File: config.mk
export PLATFORM = sky130hd
export DESIGN_NAME = fwdl_framer
export DESIGN_NICKNAME = d
export VERILOG_FILES = /design/src/rtl/fwdl_pkg.sv /design/src/rtl/fwdl_crc16.sv /design/src/rtl/fwdl_count.sv /design/src/rtl/fwdl_seq.sv /design/src/rtl/fwdl_framer.sv
export SDC_FILE = /design/constraint.sdc
export NUM_CORES = 1
export LEC_CHECK = 0
export CORE_MARGIN = 2
export CORE_UTILIZATION = 57
export DETAILED_ROUTE_END_ITERATION = 6
export PLACE_DENSITY = 0.93
export SLEW_MARGIN = 20
export SYNTH_ARGS = -nofsm -noshare
export SYNTH_HDL_FRONTEND = slang
export SYNTH_SLANG_ARGS = --single-unit
File: constraint.sdc
create_clock -name clk -period 3.8 [get_ports clk]
set_input_delay 0.95 -clock clk [delete_from_list [all_inputs] [get_ports clk]]
set_output_delay 0.95 -clock clk [all_outputs]
set_load 0.1 [all_outputs]
File: src/rtl/fwdl_pkg.sv
package fwdl_pkg;

    localparam logic [7:0] REG_CTRL   = 8'h2B;
    localparam logic [7:0] REG_ADDR   = 8'h29;
    localparam logic [7:0] REG_DATA   = 8'h2C;
    localparam logic [7:0] CTRL_HOLD  = 8'h80;
    localparam logic [7:0] CTRL_DONE  = 8'h80;
    localparam logic [7:0] HDR_MODE   = 8'h81;
    localparam logic [15:0] CRC_POLY  = 16'h1021;
    localparam logic [15:0] CRC_SEED  = 16'h0000;

    typedef enum logic [3:0] {
        ST_IDLE,
        ST_HOLD,
        ST_HDR_HI,
        ST_HDR_LO,
        ST_HDR_MODE,
        ST_PAY,
        ST_CRC_HI,
        ST_CRC_LO,
        ST_RDBK,
        ST_REL
    } fw_state_e;

    typedef struct packed {
        logic [7:0] addr;
        logic [7:0] data;
        logic       first;
        logic       last;
        logic       rd;
    } fw_beat_t;

    // One byte of MSB-first CRC-16: byte folded into the top octet, eight shifts.
    function automatic logic [15:0] crc_byte(input logic [15:0] cur, input logic [7:0] b);
        logic [15:0] r;
        r = cur ^ {b, 8'h00};
        for (int i = 0; i < 8; i++) begin
            r = r[15] ? ((r << 1) ^ CRC_POLY) : (r << 1);
        end
        return r;
    endfunction

endpackage

File: src/rtl/fwdl_crc16.sv
module fwdl_crc16
    import fwdl_pkg::*;
(
    input  logic        clk,
    input  logic        rst,
    input  logic        clr,
    input  logic        en,
    input  logic [7:0]  din,
    output logic [15:0] crc
);

    always_ff @(posedge clk) begin
        if (rst || clr) begin
            crc <= CRC_SEED;
        end else if (en) begin
            crc <= crc_byte(crc, din);
        end
    end

endmodule

File: src/rtl/fwdl_count.sv
module fwdl_count #(
    parameter int LEN_W     = 16,
    parameter int MAX_BURST = 255
) (
    input  logic             clk,
    input  logic             rst,
    input  logic             load,
    input  logic [LEN_W-1:0] len,
    input  logic             step,
    input  logic             close,
    output logic             rem_is_one,
    output logic             burst_full,
    output logic             burst_start
);

    localparam int BCNT_W = $clog2(MAX_BURST + 1);
    localparam logic [BCNT_W-1:0] BCNT_TOP = BCNT_W'(MAX_BURST - 1);

    logic [LEN_W-1:0]  rem;
    logic [BCNT_W-1:0] bcnt;

    always_ff @(posedge clk) begin
        if (rst) begin
            rem <= '0;
        end else if (load) begin
            rem <= len;
        end else if (step) begin
            rem <= rem - 1'b1;
        end
    end

    always_ff @(posedge clk) begin
        if (rst || load) begin
            bcnt <= '0;
        end else if (step) begin
            bcnt <= close ? '0 : bcnt + 1'b1;
        end
    end

    assign rem_is_one  = (rem == LEN_W'(1));
    assign burst_full  = (bcnt == BCNT_TOP);
    assign burst_start = (bcnt == '0);

endmodule

File: src/rtl/fwdl_seq.sv
module fwdl_seq
    import fwdl_pkg::*;
#(
    parameter logic [15:0] BASE_DEFAULT = 16'h1000,
    parameter logic [15:0] BASE_ALT     = 16'h0000
) (
    input  logic        clk,
    input  logic        rst,
    input  logic        start_ok,
    input  logic        base_sel,
    input  logic        in_valid,
    input  logic [7:0]  in_data,
    input  logic        in_last,
    input  logic        out_ready,
    input  logic        rem_is_one,
    input  logic        burst_full,
    input  logic        burst_start,
    input  logic [15:0] crc,
    output fw_beat_t    beat,
    output logic        out_valid,
    output logic        in_ready,
    output logic        pay_fire,
    output logic        burst_close,
    output logic        busy,
    output logic        done,
    output logic        err
);

    fw_state_e   state;
    logic [15:0] base;

    always_ff @(posedge clk) begin
        if (rst) begin
            state <= ST_IDLE;
            base  <= '0;
            done  <= 1'b0;
            err   <= 1'b0;
        end else begin
            done <= 1'b0;
            unique case (state)
                ST_IDLE: begin
                    if (start_ok) begin
                        state <= ST_HOLD;
                        base  <= base_sel ? BASE_ALT : BASE_DEFAULT;
                        err   <= 1'b0;
                    end
                end
                ST_HOLD:     if (out_ready) state <= ST_HDR_HI;
                ST_HDR_HI:   if (out_ready) state <= ST_HDR_LO;
                ST_HDR_LO:   if (out_ready) state <= ST_HDR_MODE;
                ST_HDR_MODE: if (out_ready) state <= ST_PAY;
                ST_PAY: begin
                    if (pay_fire) begin
                        if (rem_is_one) begin
                            state <= ST_CRC_HI;
                        end else if (in_last) begin
                            err   <= 1'b1;
                            state <= ST_IDLE;
                        end
                    end
                end
                ST_CRC_HI:   if (out_ready) state <= ST_CRC_LO;
                ST_CRC_LO:   if (out_ready) state <= ST_RDBK;
                ST_RDBK:     if (out_ready) state <= ST_REL;
                ST_REL: begin
                    if (out_ready) begin
                        state <= ST_IDLE;
                        done  <= 1'b1;
                    end
                end
                default:     state <= ST_IDLE;
            endcase
        end
    end

    always_comb begin
        beat      = '0;
        out_valid = 1'b1;
        in_ready  = 1'b0;
        unique case (state)
            ST_IDLE:     out_valid = 1'b0;
            ST_HOLD:     beat = '{addr: REG_CTRL, data: CTRL_HOLD,  first: 1'b1, last: 1'b1, rd: 1'b0};
            ST_HDR_HI:   beat = '{addr: REG_ADDR, data: base[15:8], first: 1'b1, last: 1'b0, rd: 1'b0};
            ST_HDR_LO:   beat = '{addr: REG_ADDR, data: base[7:0],  first: 1'b0, last: 1'b0, rd: 1'b0};
            ST_HDR_MODE: beat = '{addr: REG_ADDR, data: HDR_MODE,   first: 1'b0, last: 1'b1, rd: 1'b0};
            ST_PAY: begin
                out_valid = in_valid;
                in_ready  = out_ready;
                beat = '{addr: REG_DATA, data: in_data, first: burst_start,
                         last: burst_full | rem_is_one | in_last, rd: 1'b0};
            end
            ST_CRC_HI:   beat = '{addr: REG_DATA, data: crc[15:8],  first: 1'b1, last: 1'b0, rd: 1'b0};
            ST_CRC_LO:   beat = '{addr: REG_DATA, data: crc[7:0],   first: 1'b0, last: 1'b1, rd: 1'b0};
            ST_RDBK:     beat = '{addr: REG_DATA, data: 8'h00,      first: 1'b1, last: 1'b1, rd: 1'b1};
            ST_REL:      beat = '{addr: REG_CTRL, data: CTRL_DONE,  first: 1'b1, last: 1'b1, rd: 1'b0};
            default:     out_valid = 1'b0;
        endcase
    end

    assign pay_fire    = (state == ST_PAY) && in_valid && out_ready;
    assign burst_close = pay_fire && beat.last;
    assign busy        = (state != ST_IDLE);

endmodule

File: src/rtl/fwdl_framer.sv
module fwdl_framer
    import fwdl_pkg::*;
#(
    parameter int          LEN_W        = 16,
    parameter int          MAX_BURST    = 255,
    parameter logic [15:0] BASE_DEFAULT = 16'h1000,
    parameter logic [15:0] BASE_ALT     = 16'h0000
) (
    input  logic             clk,
    input  logic             rst,
    input  logic             start,
    input  logic [LEN_W-1:0] fw_len,
    input  logic             base_sel,
    input  logic             in_valid,
    input  logic [7:0]       in_data,
    input  logic             in_last,
    output logic             in_ready,
    output logic             out_valid,
    input  logic             out_ready,
    output logic [7:0]       out_addr,
    output logic [7:0]       out_data,
    output logic             out_first,
    output logic             out_last,
    output logic             out_rd,
    output logic             busy,
    output logic             done,
    output logic             err
);

    fw_beat_t    beat;
    logic        start_ok;
    logic        pay_fire;
    logic        burst_close;
    logic        rem_is_one;
    logic        burst_full;
    logic        burst_start;
    logic [15:0] crc;

    assign start_ok = start && !busy && (fw_len != '0);

    fwdl_count #(
        .LEN_W     (LEN_W),
        .MAX_BURST (MAX_BURST)
    ) u_count (
        .clk         (clk),
        .rst         (rst),
        .load        (start_ok),
        .len         (fw_len),
        .step        (pay_fire),
        .close       (burst_close),
        .rem_is_one  (rem_is_one),
        .burst_full  (burst_full),
        .burst_start (burst_start)
    );

    fwdl_crc16 u_crc (
        .clk (clk),
        .rst (rst),
        .clr (start_ok),
        .en  (pay_fire),
        .din (in_data),
        .crc (crc)
    );

    fwdl_seq #(
        .BASE_DEFAULT (BASE_DEFAULT),
        .BASE_ALT     (BASE_ALT)
    ) u_seq (
        .clk         (clk),
        .rst         (rst),
        .start_ok    (start_ok),
        .base_sel    (base_sel),
        .in_valid    (in_valid),
        .in_data     (in_data),
        .in_last     (in_last),
        .out_ready   (out_ready),
        .rem_is_one  (rem_is_one),
        .burst_full  (burst_full),
        .burst_start (burst_start),
        .crc         (crc),
        .beat        (beat),
        .out_valid   (out_valid),
        .in_ready    (in_ready),
        .pay_fire    (pay_fire),
        .burst_close (burst_close),
        .busy        (busy),
        .done        (done),
        .err         (err)
    );

    assign out_addr  = beat.addr;
    assign out_data  = beat.data;
    assign out_first = beat.first;
    assign out_last  = beat.last;
    assign out_rd    = beat.rd;

endmodule

## Yosys cells after proc, flatten, opt, wreduce, memory -nomap -nowiden

Index checks and enable logic that the tools add are counted.

- Bits of input ports: 31
- Word-level logic and storage cells: 98
- Register bits: 62
- Output and inout bits: 24

- Reductions and logical operators: 19
- Eq/ne operators: 24
- Add/subtract/negate cells: 2
- Bitwise operators: 12
- Mux-type cells: 34

Operator list:

| operator | number |
|---|---|
| $pmux W17 S8 | 1 |
| $mux W13 | 9 |
| $mux W4 | 12 |
| $pmux W4 S10 | 1 |
| $mux W16 | 2 |
| $not A3 Y3 | 8 |
| $ne A2 B2 Y1 const B | 11 |
| $eq A16 B1 Y1 const B | 1 |
| $eq A4 B3 Y1 const B | 4 |
| $reduce_bool A16 Y1 | 1 |
| $sub A16 B1 Y16 const B | 1 |
| $xor A16 B16 Y16 | 1 |
| $reduce_and A11 Y1 | 1 |
| $add A8 B1 Y8 const B | 1 |
| $eq A4 B2 Y1 const B | 2 |
| $eq A4 B4 Y1 const B | 2 |
| $eq A8 B8 Y1 const B | 1 |
| $logic_not A8 Y1 | 1 |
| $mux W8 | 1 |
| $reduce_or A8 Y1 | 1 |
| $mux W1 | 6 |
| $logic_and A1 B1 Y1 | 5 |
| $reduce_and A5 Y1 | 1 |
| $eq A4 B1 Y1 const B | 1 |
| 12 further kinds | 16 |

## Depth between registers and ports, before layout

- Depth in word-level cells: 17
- Depth in mapped cells: 8
- Mapped depth without buffers: 7

## Cells and area by module

Synthesis repeated with hierarchy kept, for this count alone.

- Cells, all modules: 350
- Area, all modules: 3,119.2 sq um

Modules (own cells, without submodules):

| module | sequential area each (sq um) | times used | cells an instance | area an instance (sq um) |
|---|---|---|---|---|
| fwdl_count | 480.5 | 1 | 147 | 1,257.5 |
| fwdl_crc16 | 320.3 | 1 | 80 | 957.2 |
| fwdl_seq | 140.1 | 1 | 117 | 845.8 |
| fwdl_framer | 0.0 | 1 | 6 | 58.8 |

## Worst setup path after synthesis

No wires, ideal clock.

- Kind: register to output
- Start point: register u_seq.state[3]
- End point: output port out_addr[2]
- Required time: 2.850 ns
- Data arrival time: 3.905 ns
- Buffers on the path: 2
- Cell stages (with the launch flop): 6
- Slack: -1.055 ns
- Cell sequence: dfxtp_1 > clkbuf_1 > clkbuf_1 > nand2_1 > nor3_1 > nand2b_1

- Cells in the longest elaborated chain, start to end: 3
- Elaborated cells on any way between the ends: 11
- Classes of those cells: eq/ne (9); mux (1); reduce/logical (1)

Ends and longest elaborated chain:

| what | line | RTL |
|---|---|---|
| from (decl) | fwdl_seq.sv:29 | `fw_state_e state;` |
| from (signal assigned) | fwdl_seq.sv:34 | `state <= ST_IDLE;` |
| from (signal assigned) | fwdl_seq.sv:43 | `state <= ST_HOLD;` |
| from (signal assigned) | fwdl_seq.sv:48 | `ST_HOLD: if (out_ready) state <= ST_HDR_HI;` |
| $eq A4 B1 Y1 / $eq A4 B4 Y1 (equally long branches) | fwdl_seq.sv:80 | `unique case (state)` |
| $reduce_or A2 Y1 (no line) | -- |  |
| $pmux W17 S8 * | fwdl_seq.sv:80 |  |
| to (decl) | fwdl_framer.sv:20 | `output logic [7:0] out_addr,` |

Every way passes the cells marked *; elsewhere a longest branch is shown, timed or not.

## Worst setup path after layout

- Start point: register u_count.rem[6]
- End point: output port out_last

- Cells in the longest elaborated chain, start to end: 4

Ends and longest elaborated chain:

| what | line | RTL |
|---|---|---|
| from (decl) | fwdl_count.sv:19 | `logic [LEN_W-1:0] rem;` |
| from (signal assigned) | fwdl_count.sv:26 | `rem <= len;` |
| from (signal assigned) | fwdl_count.sv:28 | `rem <= rem - 1'b1;` |
| $eq A16 B1 Y1 | fwdl_count.sv:40 | `assign rem_is_one = (rem == LEN_W'(1));` |
| $or A1 B1 Y1 (2 in a row) | fwdl_seq.sv:90 | `last: burst_full \| rem_is_one \| in_last, rd: 1'b0};` |
| $pmux W17 S8 | fwdl_seq.sv:80 |  |
| to (decl) | fwdl_framer.sv:23 | `output logic out_last,` |

No other way between the ends.

==> flow_summary.yaml <==
route:
  via_count: 3140
  drt_iter0_markers: 386
  drc: 0
  wl_per_cell_um: 16.9
  wl_um: 8320
  drt.antenna.violating_nets: 0
  dr.pass1.iters: 5
  vias_per_cell: 6.38
power:
  pwr_density_cell_nw_per_um2: 666
  peakVddDrop_mv: 0.688
  seqPwrFrac: 0.256
  p_leak_uw: 0.00129
  switching_power_uw: 1320
  p_int_uw: 1180
  p_clk_frac: 0.136
  swShare: 0.529
  combPwrFrac: 0.609
  p_total_uw: 2500
synthesis:
  synth_cells: 385
  yosys.area.top_type: "dfxtp_1"
  ys_ff_latch: 47
  synth_area_leaders: "dfxtp_1 31%, nor2_1 5.8%, xnor2_1 5.2%, a21oi_1 5.1%, mux2i_1 3.3%"
  synth_ff_type: "dfxtp_1"
  synth.distinct_cells: 58
  yosys_warnings: 0
  synth.cell_area_um2: 3020
  synth_top_area_share: 0.312
  syn_area_per_cell_um2: 7.84
  synth_edf_count: 0
  synth_commonest_cells: "47 x dfxtp_1, 47 x nor2_1, 31 x a21oi_1, 24 x nand2_1, 21 x clkbuf_1"
  seq_area_frac_synth: 0.312
  async_flop_share: 0
floorplanning:
  rows: 26
  die_area_um2: 5900
  ios: 55
  die_w_um: 76.8
  fp.coreArea_um2: 5110
  initial_core_util: 0.591
  die_h_um: 76.8
final_layout:
  fin_util: 0.734
  syn2layout_area_growth_pct: 24.2
  regArea_um2: 941
  multi_input_area_um2: 1930
  drive_gt1_frac: 0.114
  fin_area_um2: 3750
  n_antenna_cell: 0
  fillers: 363
  nNetsFinal: 457
worst_setup_path:
  r2r_slack_ps: 1180
  cp_slowest_cell: "or4_1"
  worst_ep_required_time_ps: 2850
  critPathCaptureType: "output pin"
  rr_startpoint: "u_seq.state[0]"
  crit_chain: "or4_1, nor4_4, nor3_2, o31ai_2, buf_12"
  crit_arrival_ps: 2410
  cpPeakStageDelay_ps: 700
  reg2reg_depth: 5
  cp-start-kind: "flip-flop"
  crit_path_start: "u_count.rem[6]"
  endpoint: "out_last"
  reg2reg_to: "u_count.rem[6]"
  critical_path.max_fanout: 8
  path_class: "flip-flop to output pin"
placement:
  gp_congestion: 0.909
  place_area_um2: 3650
  port_buffers: 51
  pre_cts_ws_ps: 651
  dp_hpwl_um: 5930
clocking:
  numCtsBuffers: 5
  ctsHoldBuffers: 0
  tritoncts: "done"
  h-tree-depth: 2
  ctsResizeCount: 0
  insertion_delay_ps: 300
  cts.sink_count: 47
  cts-root-buf: "clkbuf_8"
  cts_max_path_buffers: 2
  path_clk_slew_ps: 90
  postCtsSetupBuffers: 0
status:
  status: "completed"
hold_path:
  hp-class: "flip-flop to flip-flop"
timing:
  rsz0062_at_grt: "false"
  max_freq_ghz: 0.297
  maxSlewViolCount: 0
  maxSlewHeadroom: 0.330
  clock-skew-final_ps: 10.1
  worstMarginPinSlew_ps: 1000
  setup_violations: 0
  hold_viol: 0
  post-route-period-util: 0.885
  setup_slack_ps: 437
  final.min_clock_period_ps: 3360
job:
  max-cap-violations: 0
global_routing:
  grt_pass1_vias: 2874
  grt_antenna_before_repair: 0
  globalRouteTotalUtil: 0.279
  grt_start_max_net_pins: 23
  grt-ovfl-total: 0
  grt_pass1_wl_um: 13500
registers in the layout (all words and copies together), names as in the netlist:
name	cells
u_count.bcnt	8
u_count.rem	16
u_crc.crc	16
u_seq.base	1
u_seq.done	1
u_seq.err	1
u_seq.state	4
critical path: cells and delay by family (launching register included):
| family | cells | cell delay (ps) |
|---|---|---|
| buffers and inverters | 1 | 220 |
| AOI/OAI and AO/OA | 1 | 280 |
| DFF | 1 | 380 |
| and+or+nand+nor | 3 | 1220 |
placed cells by master (no fill, tap or decap), types with 8 or more instances in the layout:
master,count
nor2_1,47
dfxtp_1,47
clkdlybuf4s50_1,32
a21oi_1,30
nand2_1,24
xnor2_1,18
buf_4,16
nor3_1,13
o21ai_0,12
a211oi_1,12
nand2b_1,11
nand3_1,11
buf_12,11
mux2i_1,10
inv_1,8
a31oi_1,8
xor2_1,8
final cells by class:
| type | count | share of cell area |
|---|---|---|
| repair buffers | 59 | 0.176 |
| well taps | 70 | 0.0233 |
| flip-flops and latches | 47 | 0.251 |
| clock buffers | 8 | 0.0267 |
| inverters | 8 | 0.00801 |
| multi-input cells | 300 | 0.515 |
per-stage QoR:
step           instances  TNS, ps  hold slack [ps]
2_1_floorplan        387     -222              438
3_3_place_gp         484        0              455
3_5_place_dp         484        0              463
4_1_cts              492        0              473
5_1_grt              492        0              499
6_report             492        0              467
worst min-delay path by stage:
stage                     cells past startpoint  slack, ps       startpoint               to
final                                         2        470  u_count.rem[13]  u_count.rem[13]
after global routing                          2        500  u_count.rem[13]  u_count.rem[13]
after CTS                                     2        470  u_count.rem[13]  u_count.rem[13]
after detailed placement                      2        460  u_count.rem[13]  u_count.rem[13]
after global placement                        2        450   u_count.rem[9]   u_count.rem[9]
after floorplan                               2        440   u_count.rem[9]   u_count.rem[9]
layer usage:
layer	up-vias	global-route usage	wire length [µm]
met5	-	0	0
met3	32	0.0471	786
met2	201	0.451	3940
met1	1439	0.362	3400
met4	0	0.131	192
li1	1468	-	-
power groups by stage:
stage | Clock [µW] | Combinational (µW) | Sequential (µW)
2_1_floorplan | 0 | 1190 | 594
6_report | 339 | 1520 | 639
5_1_grt | 360 | 1590 | 647
3_3_place_gp | 0 | 1470 | 639
3_5_place_dp | 0 | 1490 | 644
4_1_cts | 332 | 1500 | 633
logic make-up after synthesis:
kind of cell             count (synthesis)  synth area share
flip-flops                              47             0.312
XOR/XNOR                                26            0.0754
adder cells (fa/ha/maj)                  6            0.0240
buffers and inverters                   40            0.0580
AO/OA/AOI/OAI                          103             0.230
multiplexers                            10            0.0332
other                                    1           0.00124
AND/OR/NAND/NOR                        152             0.267
Power figures use the tool's default switching activity.
